### src/rtl/lxe_pkg.sv
package lxe_pkg;
    parameter int unsigned LE_K = 6;
    localparam int unsigned LE_TT = 1 << LE_K;
    localparam int unsigned LE_CFG_W = LE_TT + 2;
    localparam int unsigned LE_SEL_LUT = LE_TT;
    localparam int unsigned LE_SEL_XOR = LE_TT + 1;
    localparam int unsigned LE_CNT_W = $clog2(LE_K + 1);
    localparam int unsigned LE_N_CELL = 2;

    typedef struct packed {
        logic xr;
        logic lut;
    } le_pair_t;
endpackage

### src/rtl/lxe_cfg_chain.sv
module lxe_cfg_chain #(
    parameter int unsigned W = 66
) (
    input  logic         clk,
    input  logic         shift,
    input  logic         sin,
    output logic [W-1:0] q
);
    always_ff @(posedge clk) begin
        if (shift) q <= {q[W-2:0], sin};
    end
endmodule

### src/rtl/lxe_lut_xor.sv
module lxe_lut_xor #(
    parameter int unsigned K = 6,
    localparam int unsigned TT = 1 << K
) (
    input  logic [TT-1:0] tt,
    input  logic [K-1:0]  x,
    output logic          lut_o,
    output logic          xor_o
);
    always_comb begin
        lut_o = tt[x];
        xor_o = ^x;
    end
endmodule

### src/rtl/lxe_outreg.sv
module lxe_outreg (
    input  logic clk,
    input  logic rst,
    input  logic use_reg,
    input  logic d,
    output logic q
);
    logic ff;

    always_ff @(posedge clk) begin
        if (rst) ff <= 1'b0;
        else     ff <= d;
    end

    assign q = use_reg ? ff : d;
endmodule

### src/rtl/lxe_cell.sv
module lxe_cell
    import lxe_pkg::*;
#(
    parameter int unsigned K = LE_K,
    localparam int unsigned TT = 1 << K,
    localparam int unsigned CW = TT + 2
) (
    input  logic          clk,
    input  logic          rst,
    input  logic          cfg_shift,
    input  logic          cfg_sin,
    input  logic [K-1:0]  x,
    output logic [CW-1:0] cfg_q,
    output le_pair_t      comb,
    output le_pair_t      outp
);
    logic       lut_c;
    logic       xor_c;
    logic [1:0] cmb_v;
    logic [1:0] sel_v;
    logic [1:0] out_v;

    lxe_cfg_chain #(.W(CW)) u_cfg (
        .clk  (clk),
        .shift(cfg_shift),
        .sin  (cfg_sin),
        .q    (cfg_q)
    );

    lxe_lut_xor #(.K(K)) u_fn (
        .tt   (cfg_q[TT-1:0]),
        .x    (x),
        .lut_o(lut_c),
        .xor_o(xor_c)
    );

    assign cmb_v = {xor_c, lut_c};
    assign sel_v = cfg_q[CW-1:TT];

    for (genvar g = 0; g < 2; g++) begin : g_path
        lxe_outreg u_reg (
            .clk    (clk),
            .rst    (rst),
            .use_reg(sel_v[g]),
            .d      (cmb_v[g]),
            .q      (out_v[g])
        );
    end

    assign comb = le_pair_t'(cmb_v);
    assign outp = le_pair_t'(out_v);
endmodule

### src/rtl/lxe_counter6.sv
module lxe_counter6
    import lxe_pkg::*;
(
    input  logic                clk,
    input  logic                rst,
    input  logic                cfg_shift,
    input  logic                cfg_din,
    output logic                cfg_dout,
    input  logic [LE_K-1:0]     din,
    output logic [LE_CNT_W-1:0] cnt_comb,
    output logic [LE_CNT_W-1:0] cnt_out,
    output logic                aux_xor
);
    logic [LE_N_CELL-1:0][LE_CFG_W-1:0] cell_cfg;
    logic [LE_N_CELL:0]                 chain;
    le_pair_t                           cmb [LE_N_CELL];
    le_pair_t                           sel [LE_N_CELL];

    assign chain[0] = cfg_din;

    for (genvar i = 0; i < LE_N_CELL; i++) begin : g_cell
        lxe_cell #(.K(LE_K)) u_cell (
            .clk      (clk),
            .rst      (rst),
            .cfg_shift(cfg_shift),
            .cfg_sin  (chain[i]),
            .x        (din),
            .cfg_q    (cell_cfg[i]),
            .comb     (cmb[i]),
            .outp     (sel[i])
        );
        assign chain[i+1] = cell_cfg[i][LE_CFG_W-1];
    end

    assign cfg_dout = chain[LE_N_CELL];
    assign cnt_comb = {cmb[1].lut, cmb[0].lut, cmb[0].xr};
    assign cnt_out  = {sel[1].lut, sel[0].lut, sel[0].xr};
    assign aux_xor  = sel[1].xr;
endmodule

### config.mk
export PLATFORM = sky130hd
export DESIGN_NAME = lxe_counter6
export DESIGN_NICKNAME = d
export VERILOG_FILES = /design/src/rtl/lxe_pkg.sv /design/src/rtl/lxe_cfg_chain.sv /design/src/rtl/lxe_lut_xor.sv /design/src/rtl/lxe_outreg.sv /design/src/rtl/lxe_cell.sv /design/src/rtl/lxe_counter6.sv
export SDC_FILE = /design/constraint.sdc
export NUM_CORES = 1
export LEC_CHECK = 0
export BUFFER_PORTS_ARGS = -buffer_cell sky130_fd_sc_hd__buf_2
export CELL_PAD_IN_SITES_DETAIL_PLACEMENT = 1
export CELL_PAD_IN_SITES_GLOBAL_PLACEMENT = 2
export CORE_ASPECT_RATIO = 2
export CORE_MARGIN = 5
export CORE_UTILIZATION = 53
export DETAILED_ROUTE_END_ITERATION = 16
export GPL_ROUTABILITY_DRIVEN = 1
export GPL_TIMING_DRIVEN = 0
export PLACE_DENSITY_LB_ADDON = 0.1
export SYNTH_ARGS = -nofsm -noshare
export SYNTH_HDL_FRONTEND = slang
export SYNTH_HIERARCHICAL = 1
export SYNTH_SLANG_ARGS = --single-unit
### constraint.sdc
create_clock -name clk -period 4.55 [get_ports clk]
set_input_delay 0 -clock clk [delete_from_list [all_inputs] [get_ports clk]]
set_output_delay 0 -clock clk [all_outputs]
set_load 0.01 [all_outputs]
Yosys cells after proc, flatten, opt, wreduce, memory -nomap -nowiden
Index checks and enable logic that the tools add are counted.
{"block": "word_totals", "regBits": 135, "out_inout_bits": 8}
{"block": "classes", "n_reduce_logical": 1, "order_cmp": 1, "n_mux": 8}
{"op": "1-bit binary-select mux with 6-bit select", "count": 2}
{"op": "6-bit by 7-bit < comparator with 1-bit output (second input constant)", "count": 1}
{"op": "1-bit two-way mux", "count": 6}
{"op": "6-bit XOR reduction", "count": 1}

Depth between registers and ports, before layout
Gate-level depths: netlist (run 1).
{"block": "depth", "ltp_word": 3, "mapped_depth": 7, "mapped_depth_nobuf": 5}

By module
Netlist (run 1), hierarchy kept.
{"mod": "lxe_cfg_chain", "seq_area_each_um2": 1981.9, "instances": 2, "cells_per_inst": 66, "area_each_um2": 1981.9}
{"mod": "lxe_lut_xor", "seq_area_each_um2": 0.0, "instances": 2, "cells_per_inst": 48, "area_each_um2": 616.8}
{"mod": "lxe_outreg", "seq_area_each_um2": 20.0, "instances": 4, "cells_per_inst": 3, "area_each_um2": 41.3}
{"mod": "lxe_cell", "seq_area_each_um2": 0.0, "instances": 2, "cells_per_inst": 2, "area_each_um2": 15.0}

Worst setup path after synthesis (run 1)
No wires, ideal clock.
{"block": "synth_timing", "path_type": "register -> output", "start": "register g_cell[0].u_cell.u_cfg.q[39]", "end": "output port cnt_out[1]", "t_arrival_ps": 1928, "stages_incl_launch_ff": 6, "path_buffers": 0, "t_required_ps": 4550, "path_slack_ps": 2622, "path_cell_list": "edfxtp_1 > mux4_2 > a22oi_1 > a311oi_1 > or4_1 > mux2_4"}
{"block": "synth_between", "elab_chain_cells": 3}
{"element": "start: declaration", "line": "lxe_cfg_chain.sv:7", "text": "output logic [W-1:0] q"}
{"element": "start signal: assignment", "line": "lxe_cfg_chain.sv:10", "text": "if (shift) q <= {q[W-2:0], sin};"}
{"element": "1-bit binary-select mux with 6-bit select", "line": "lxe_lut_xor.sv:11", "text": "lut_o = tt[x];"}
{"element": "1-bit two-way mux (implied by the code)", "line": "lxe_lut_xor.sv:11"}
{"element": "named net g_cell[0].u_cell.lut_c", "line": "lxe_cell.sv:17", "text": "logic lut_c;"}
{"element": "1-bit two-way mux", "line": "lxe_outreg.sv:15", "text": "assign q = use_reg ? ff : d;"}
{"element": "end: declaration", "line": "lxe_counter6.sv:11", "text": "output logic [LE_CNT_W-1:0] cnt_out,"}
The timed path passes the listed nets, and every way through them passes these cells. The select of a mux whose other input is x is not followed.

Worst setup path after layout (run 1)
{"block": "layout_timing", "start": "register g_cell[0].u_cell.u_cfg.q[37]", "end": "output port cnt_out[1]"}
Same word-level chain as after synthesis.

==> results of run 1 <==
-- per-stage QoR --
step | hold WS, ns | utilization (%) | cells | area (um^2)
floorplan | 0.07161 | - | 243 | 5385
global placement | 0.1794 | 56.18 | 393 | 5629
detailed placement | 0.1796 | 56.52 | 394 | 5663
CTS | 0.2835 | 62.33 | 429 | 6245
global route | 0.3191 | 62.33 | 429 | 6245
finish | 0.3084 | 62.33 | 429 | 6245
-- state kept, by name, indices dropped and copies added, names as in the netlist --
signal and count:
g_cell.u_cell/u_cfg/q 132, g_cell.u_cell/g_path.u_reg/ff 4
-- power groups by stage --
| stage | clock [mW] | combinational (mW) | sequential (mW) |
|---|---|---|---|
| 6_report | 1.27 | 0.195 | 1.49 |
| 5_1_grt | 1.37 | 0.210 | 1.50 |
| 4_1_cts | 1.30 | 0.200 | 1.50 |
| 3_5_place_dp | 0 | 0.199 | 1.52 |
| 3_3_place_gp | 0 | 0.191 | 1.52 |
| 2_1_floorplan | 0 | 0.123 | 1.50 |
-- critical path, stage by stage (launching register included) --
cell and delay [ns]:
edfxtp_1 0.40, mux4_2 0.48, a22oi_1 0.27, a311oi_1 0.13
or4_1 0.63, mux2_4 0.30, buf_2 0.14
-- layer usage --
layer  vias up  part of all wire, %
li1       1109                    -
met1      1243                   37
met2        34                   59
met3        14                  2.4
met4         0                  2.0
met5         -                    0
-- cell usage in the layout, fill, tap and decap left out --
cell,n
a22oi_1,8
inv_1,4
dlygate4sd3_1,3
buf_4,3
clkinv_2,4
bufinv_16,1
or3_1,2
xnor2_1,6
nor2_1,2
o21ai_0,2
nand3_1,8
and2b_1,2
buf_16,1
or4_1,2
edfxtp_1,132
nand2_1,10
a311oi_1,8
clkinv_1,1
buf_12,2
inv_6,4
clkbuf_16,17
dfxtp_1,4
clkinvlp_4,5
nor2b_1,4
mux4_1,14
mux2_4,4
buf_6,7
and2b_2,2
mux4_2,18
buf_2,14
-- cell type report --
class	count	share of cell area [%]
sequential	136	64.76
inverter	4	0.2404
buffer	11	2.084
clock buffer	17	6.812
timing repair buffer	19	2.224
clock inverter	15	2.024
tap	135	2.705
multi-input combinational	92	19.15
-- how the worst max path moves through the flow --
stage	slack, ns	to	cells past startpoint	start
after floorplan	2.62	cnt_out[1]	5	g_cell[0].u_cell/u_cfg/q[39]$_DFFE_PP_
after global placement	2.14	g_cell[1].u_cell/u_cfg/q[40]$_DFFE_PP_	1	cfg_shift
after detailed placement	2.18	cnt_out[1]	6	g_cell[0].u_cell/u_cfg/q[36]$_DFFE_PP_
after CTS	1.74	cnt_out[1]	6	g_cell[0].u_cell/u_cfg/q[39]$_DFFE_PP_
after global routing	1.71	cnt_out[1]	6	g_cell[0].u_cell/u_cfg/q[36]$_DFFE_PP_
final	1.79	cnt_out[1]	6	g_cell[0].u_cell/u_cfg/q[37]$_DFFE_PP_
==> flow_summary_export.csv, run 1 <==
group,metric,value,unit
timing,worst_slew_pin_slew,0.4799,ns
pwr,p_total,2.953,mW
pwr,swShare,21.88,%
clock_tree,postCtsSetupBuffers,0,
critical_path,r2r-end,"g_cell[0].u_cell/g_path[0].u_reg/ff$_SDFF_PP0_",
critical_path,r2r_slack,2.36,ns
clock_tree,clock_path_buffers,2,
grt,grt_pass1_vias,2671,
synthesis,syn_inst,243,
place,hpwl,6441,um
grt,grt_pass1_wl,15040,um
pwr,power_switching,0.6462,mW
route,vias,2400,
grt,grt_overflow,0,
clock_tree,cts.repair.resized,0,
synthesis,synth_area,0.005385,mm^2
timing,finalSetupViolCount,0,
critical_path,r2r_cells,5,
critical_path,worst_setup_path_start_kind,"flop",
cells_and_area,antenna_cells,0,
timing,fin_ws,1.791,ns
min_path,hold_class,"primary input to flop",
floorplan,pin_count,18,
cells_and_area,area_growth,15.96,%
grt,antenna_found_initial,0,
cells_and_area,drive_gt1_share,27.89,%
grt,grt_start_max_net_pins,103,
pwr,power_frac_seq,50.6,%
timing,tns,0,ns
clock_tree,cts_buffers,17,
floorplan,dieArea,0.01240,mm^2
route,drtPass1Iterations,4,
run_status,status,"completed",
timing,fin_crit,2.759,ns
min_path,hold_depth,2,
floorplan,die_h,152.6,um
place,io_buffers,15,
timing,drv_slew,0,
min_path,hold_end,"g_cell[0].u_cell/u_cfg/q[0]$_DFFE_PP_",
route,route.detailed.drc,0,
route,drt_iter0_markers,121,
cells_and_area,nets,291,
cells_and_area,multiInputGateArea,0.001196,mm^2
synthesis,yosysWarnings,6,
grt,use_met3,4.438,%
clock_tree,cts-root-buf,"clkbuf_16",
pwr,ir_drop,349.1,uV
pwr,leakagePower,2.169,nW
synthesis,synth_fp_nets,253,
min_path,worstHoldStart,"cfg_din",
cells_and_area,n_fill_cell,851,
route,wire_per_inst,21.94,um
clock_tree,clk_latency,0.41,ns
pwr,p_per_area,472.9,mW/mm^2
floorplan,fp-row-count,52,
grt,use_met2,29.73,%
clock_tree,htree_levels,4,
pwr,intPower,2.307,mW
grt,track_usage,17.01,%
critical_path,critPathArrivalTime,2.76,ns
critical_path,r2r_start,"g_cell[0].u_cell/u_cfg/q[37]$_DFFE_PP_",
timing,finClkSkew,0.004992,ns
cells_and_area,seq_area,0.004044,mm^2
place,dpl_worst_slack,2.181,ns
pwr,power_frac_clock,42.9,%
route,postRouteAntennaNets,0,
floorplan,initial_core_util,53.75,%
grt,top_usage_layer,"met2",
place,routabilityCongestion,0.7675,
timing,max_freq,0.3625,GHz
timing,slew_headroom,68.01,%
job,maxCapViolations,0,
route,vias_per_cell,5.594,
synthesis,postSynthAreaPerCell,22.16,um^2
clock_tree,cts_tree,"done",
critical_path,crit_type,"flop to output pin",
clock_tree,cts.sinks,136,
timing,period_share,60.63,%
clock_tree,hold_buffers,3,
pwr,power_frac_comb,6.6,%
clock_tree,cts.clk_slew.worst_paths,0.06,ns
critical_path,cp-end-kind,"output pin",
critical_path,worstPathMaxFanout,3,
floorplan,core_area,0.01002,mm^2
critical_path,critical_path_required,4.55,ns
grt,grt_use_met1,19.35,%
timing,hold_violations,0,
timing,rsz0062_at_grt,"false",
route,wl,9414,um
floorplan,die_w,81.28,um
No activity file was read; power rests on OpenSTA's default activity.
==> inputs of run 2 (changes only) <==
Settings changed: CORE_UTILIZATION 53 to 44.
Clock period 4.55 ns to 2.46 ns, I/O delays scaled along.
==> run 2 against run 1 <==
The flow now finishes with violations (setup timing). Register-to-register slack lost 2.1 ns. Utilization shrank 8.9 points. Clock skew grew 0.0039 ns. Global-route usage shrank 0.91 points. Clock-buffer cell count grew 2. Critical path depth is the same. Wire length grew 13%. Worst hold slack lost 0.25 ns. Final cell count grew 5.4%. Design area grew 3.1%. Sequential share of layout area shrank 1.9 points. Die area grew 18%. Critical endpoint is now cnt_out[2].
==> flow_summary_export.csv, run 2 (synthesis gave the netlist of run 1 again) <==
group,metric,value,unit
route,postRouteAntennaNets,0,
pwr,power_frac_clock,45.4,%
clock_tree,clk_latency,0.41,ns
cells_and_area,seq_area,0.004044,mm^2
route,wire_per_inst,23.62,um
timing,fin_ws,-0.1332,ns
cells_and_area,reg_top3,"g_cell.u_cell/u_cfg/q (132), g_cell.u_cell/g_path.u_reg/ff (4)",
pwr,p_total,5.838,mW
cells_and_area,final_common_cell,"edfxtp_1",
critical_path,crit_buf_inv,1,
place,io_buffers,15,
timing,hold_violations,0,
pwr,power_switching,1.228,mW
floorplan,core_area,0.01205,mm^2
clock_tree,cts-root-buf,"clkbuf_16",
min_path,worstHoldStart,"cfg_shift",
timing,finalSetupViolCount,4,
critical_path,worst-path-stages,6,
critical_path,worstPathMaxFanout,2,
grt,grt_overflow,0,
floorplan,pin_count,18,
critical_path,crit_type,"flop to output pin",
timing,worst_slew_pin_slew,0.5440,ns
critical_path,cp_cell_sequence,"mux4_2, a22oi_2, a311oi_1, or4_4, mux2_4, buf_6",
min_path,hold_class,"primary input to flop",
cells_and_area,nets,302,
grt,antenna_found_initial,0,
grt,track_usage,16.10,%
clock_tree,cts.sinks,136,
place,hpwl,6732,um
pwr,ir_drop,680.6,uV
cells_and_area,stdcell_count,452,
clock_tree,clock_path_buffers,2,
floorplan,die_w,88.23,um
timing,drv_slew,0,
cells_and_area,multiInputGateArea,0.001205,mm^2
pwr,leakagePower,2.234,nW
pwr,power_frac_comb,7.3,%
cells_and_area,antenna_cells,0,
critical_path,r2r_slack,0.31,ns
route,drtPass1Iterations,4,
route,drt_iter0_markers,123,
critical_path,critical_path_required,2.46,ns
clock_tree,cts_tree,"done",
cells_and_area,drive_gt1_share,36.07,%
clock_tree,cts.clk_slew.worst_paths,0.06,ns
timing,slew_headroom,63.73,%
grt,grt_pass1_wl,16830,um
timing,fin_crit,2.593,ns
pwr,intPower,4.610,mW
timing,period_share,105.4,%
pwr,swShare,21.04,%
critical_path,r2r_cells,6,
critical_path,worst_setup_path_start_kind,"flop",
route,wl,10680,um
job,maxCapViolations,0,
cells_and_area,final_cell_mix,"132 x edfxtp_1, 27 x mux4_2, 17 x clkbuf_16",
floorplan,dieArea,0.01469,mm^2
timing,rsz0062_at_grt,"true",
run_status,status,"complete, but fails checks",
pwr,p_per_area,906.9,mW/mm^2
place,place_inst,406,
critical_path,critPathMaxStageDelay,0.58,ns
grt,grt_pass1_vias,2815,
critical_path,r2r-end,"g_cell[0].u_cell/g_path[0].u_reg/ff$_SDFF_PP0_",
timing,max_freq,0.3856,GHz
critical_path,r2r_start,"g_cell[0].u_cell/u_cfg/q[55]$_DFFE_PP_",
floorplan,fp-row-count,57,
clock_tree,htree_levels,4,
run_status,violations,"setup timing",
cells_and_area,largest_reg_flops,132,
pwr,power_frac_seq,47.3,%
critical_path,cp-end-kind,"output pin",
floorplan,initial_core_util,44.68,%
min_path,hold_end,"g_cell[0].u_cell/u_cfg/q[13]$_DFFE_PP_",
grt,grt_start_max_net_pins,78,
timing,finClkSkew,0.008872,ns
min_path,hold_depth,1,
route,vias,2516,
critical_path,critPathArrivalTime,2.59,ns
route,route.detailed.drc,0,
cells_and_area,regMostFlops,"g_cell.u_cell/u_cfg/q",
clock_tree,cts_buffers,17,
critical_path,cp_slowest_cell,"or4_4",
route,vias_per_cell,5.566,
cells_and_area,area_growth,19.54,%
floorplan,die_h,166.5,um
place,routabilityCongestion,0.7363,
critical_path,cpLargestDelayFamily,"multiplexers",
cells_and_area,n_fill_cell,1059,
run 2: cell count changes in the layout (fill, tap and decap cells not counted), moves of 6 or more:
cell / previous run / this run
a22oi_1: 8 / 1
mux4_1: 14 / 5
buf_6: 7 / 13
buf_4: 3 / 12
mux4_2: 18 / 27
a22oi_2: 0 / 7
run 2: what timing repair did:
| item | in CTS | in global routing |
|---|---|---|
| hold buffers | 2 | 0 |
| hold endpoints to repair | 5 | 0 |
| endpoints found under the setup margin | 4 | 4 |
| gates resized for setup | 18 | 6 |
| pin swaps | 8 | 3 |
| setup buffers | 10 | 2 |
run 2: worst register-to-register path, delay by kind of cell (launching register included):
kind                   cells  cell delay (ns)
AO/OA/AOI/OAI              2             0.33
multiplexers               1             0.50
AND/OR/NAND/NOR            2             0.67
flip-flops                 1             0.39
buffers and inverters      1             0.16
run 2: final cells by class:
class | instances | area share, %
Inverter | 4 | 0.2332
Multi-Input combinational cell | 92 | 18.72
Timing Repair Buffer | 30 | 3.751
Clock buffer | 19 | 6.725
Buffer | 11 | 2.138
Tap cell | 147 | 2.857
Clock inverter | 13 | 2.760
Sequential cell | 136 | 62.82
run 2: per-layer routing:
layer,GRT usage [%],wire [um],up-vias
met1,17.91,4065,1329
met3,4.399,238,22
li1,-,-,1123
met2,27.32,6090,42
met5,0,0,-
met4,8.421,282,0
run 2: worst max-delay path by stage:
stage / start / slack, ns / endpoint
detailed placement: g_cell[0].u_cell/u_cfg/q[36]$_DFFE_PP_ / 0.07 / cnt_out[1]
finish: g_cell[1].u_cell/u_cfg/q[23]$_DFFE_PP_ / -0.13 / cnt_out[2]
global route: g_cell[0].u_cell/u_cfg/q[52]$_DFFE_PP_ / -0.22 / cnt_out[1]
global placement: cfg_shift / -0.02 / g_cell[1].u_cell/u_cfg/q[38]$_DFFE_PP_
CTS: g_cell[0].u_cell/u_cfg/q[53]$_DFFE_PP_ / -0.16 / cnt_out[1]
floorplan: g_cell[0].u_cell/u_cfg/q[39]$_DFFE_PP_ / 0.53 / cnt_out[1]
run 2: stage by stage:
stage / setup TNS [ns] / util, % / hold WS [ns] / setup WS [ns] / area (um^2)
5_1_grt: -0.7895 / 53.41 / 0.05555 / -0.2194 / 6437
2_1_floorplan: 0 / - / 0.07161 / 0.5320 / 5385
3_5_place_dp: 0 / 47.11 / 0.1800 / 0.06855 / 5678
4_1_cts: -0.4807 / 53.04 / 0.05167 / -0.1628 / 6392
6_report: -0.4406 / 53.41 / 0.06247 / -0.1332 / 6437
3_3_place_gp: -1.240 / 46.83 / 0.1784 / -0.02190 / 5644
run 2: power groups by stage:
stage / Sequential, mW / Clock, mW / Combinational, mW
4_1_cts: 2.77 / 2.71 / 0.412
3_5_place_dp: 2.81 / 0 / 0.369
2_1_floorplan: 2.78 / 0 / 0.228
3_3_place_gp: 2.81 / 0 / 0.360
6_report: 2.76 / 2.65 / 0.424
5_1_grt: 2.78 / 2.83 / 0.453
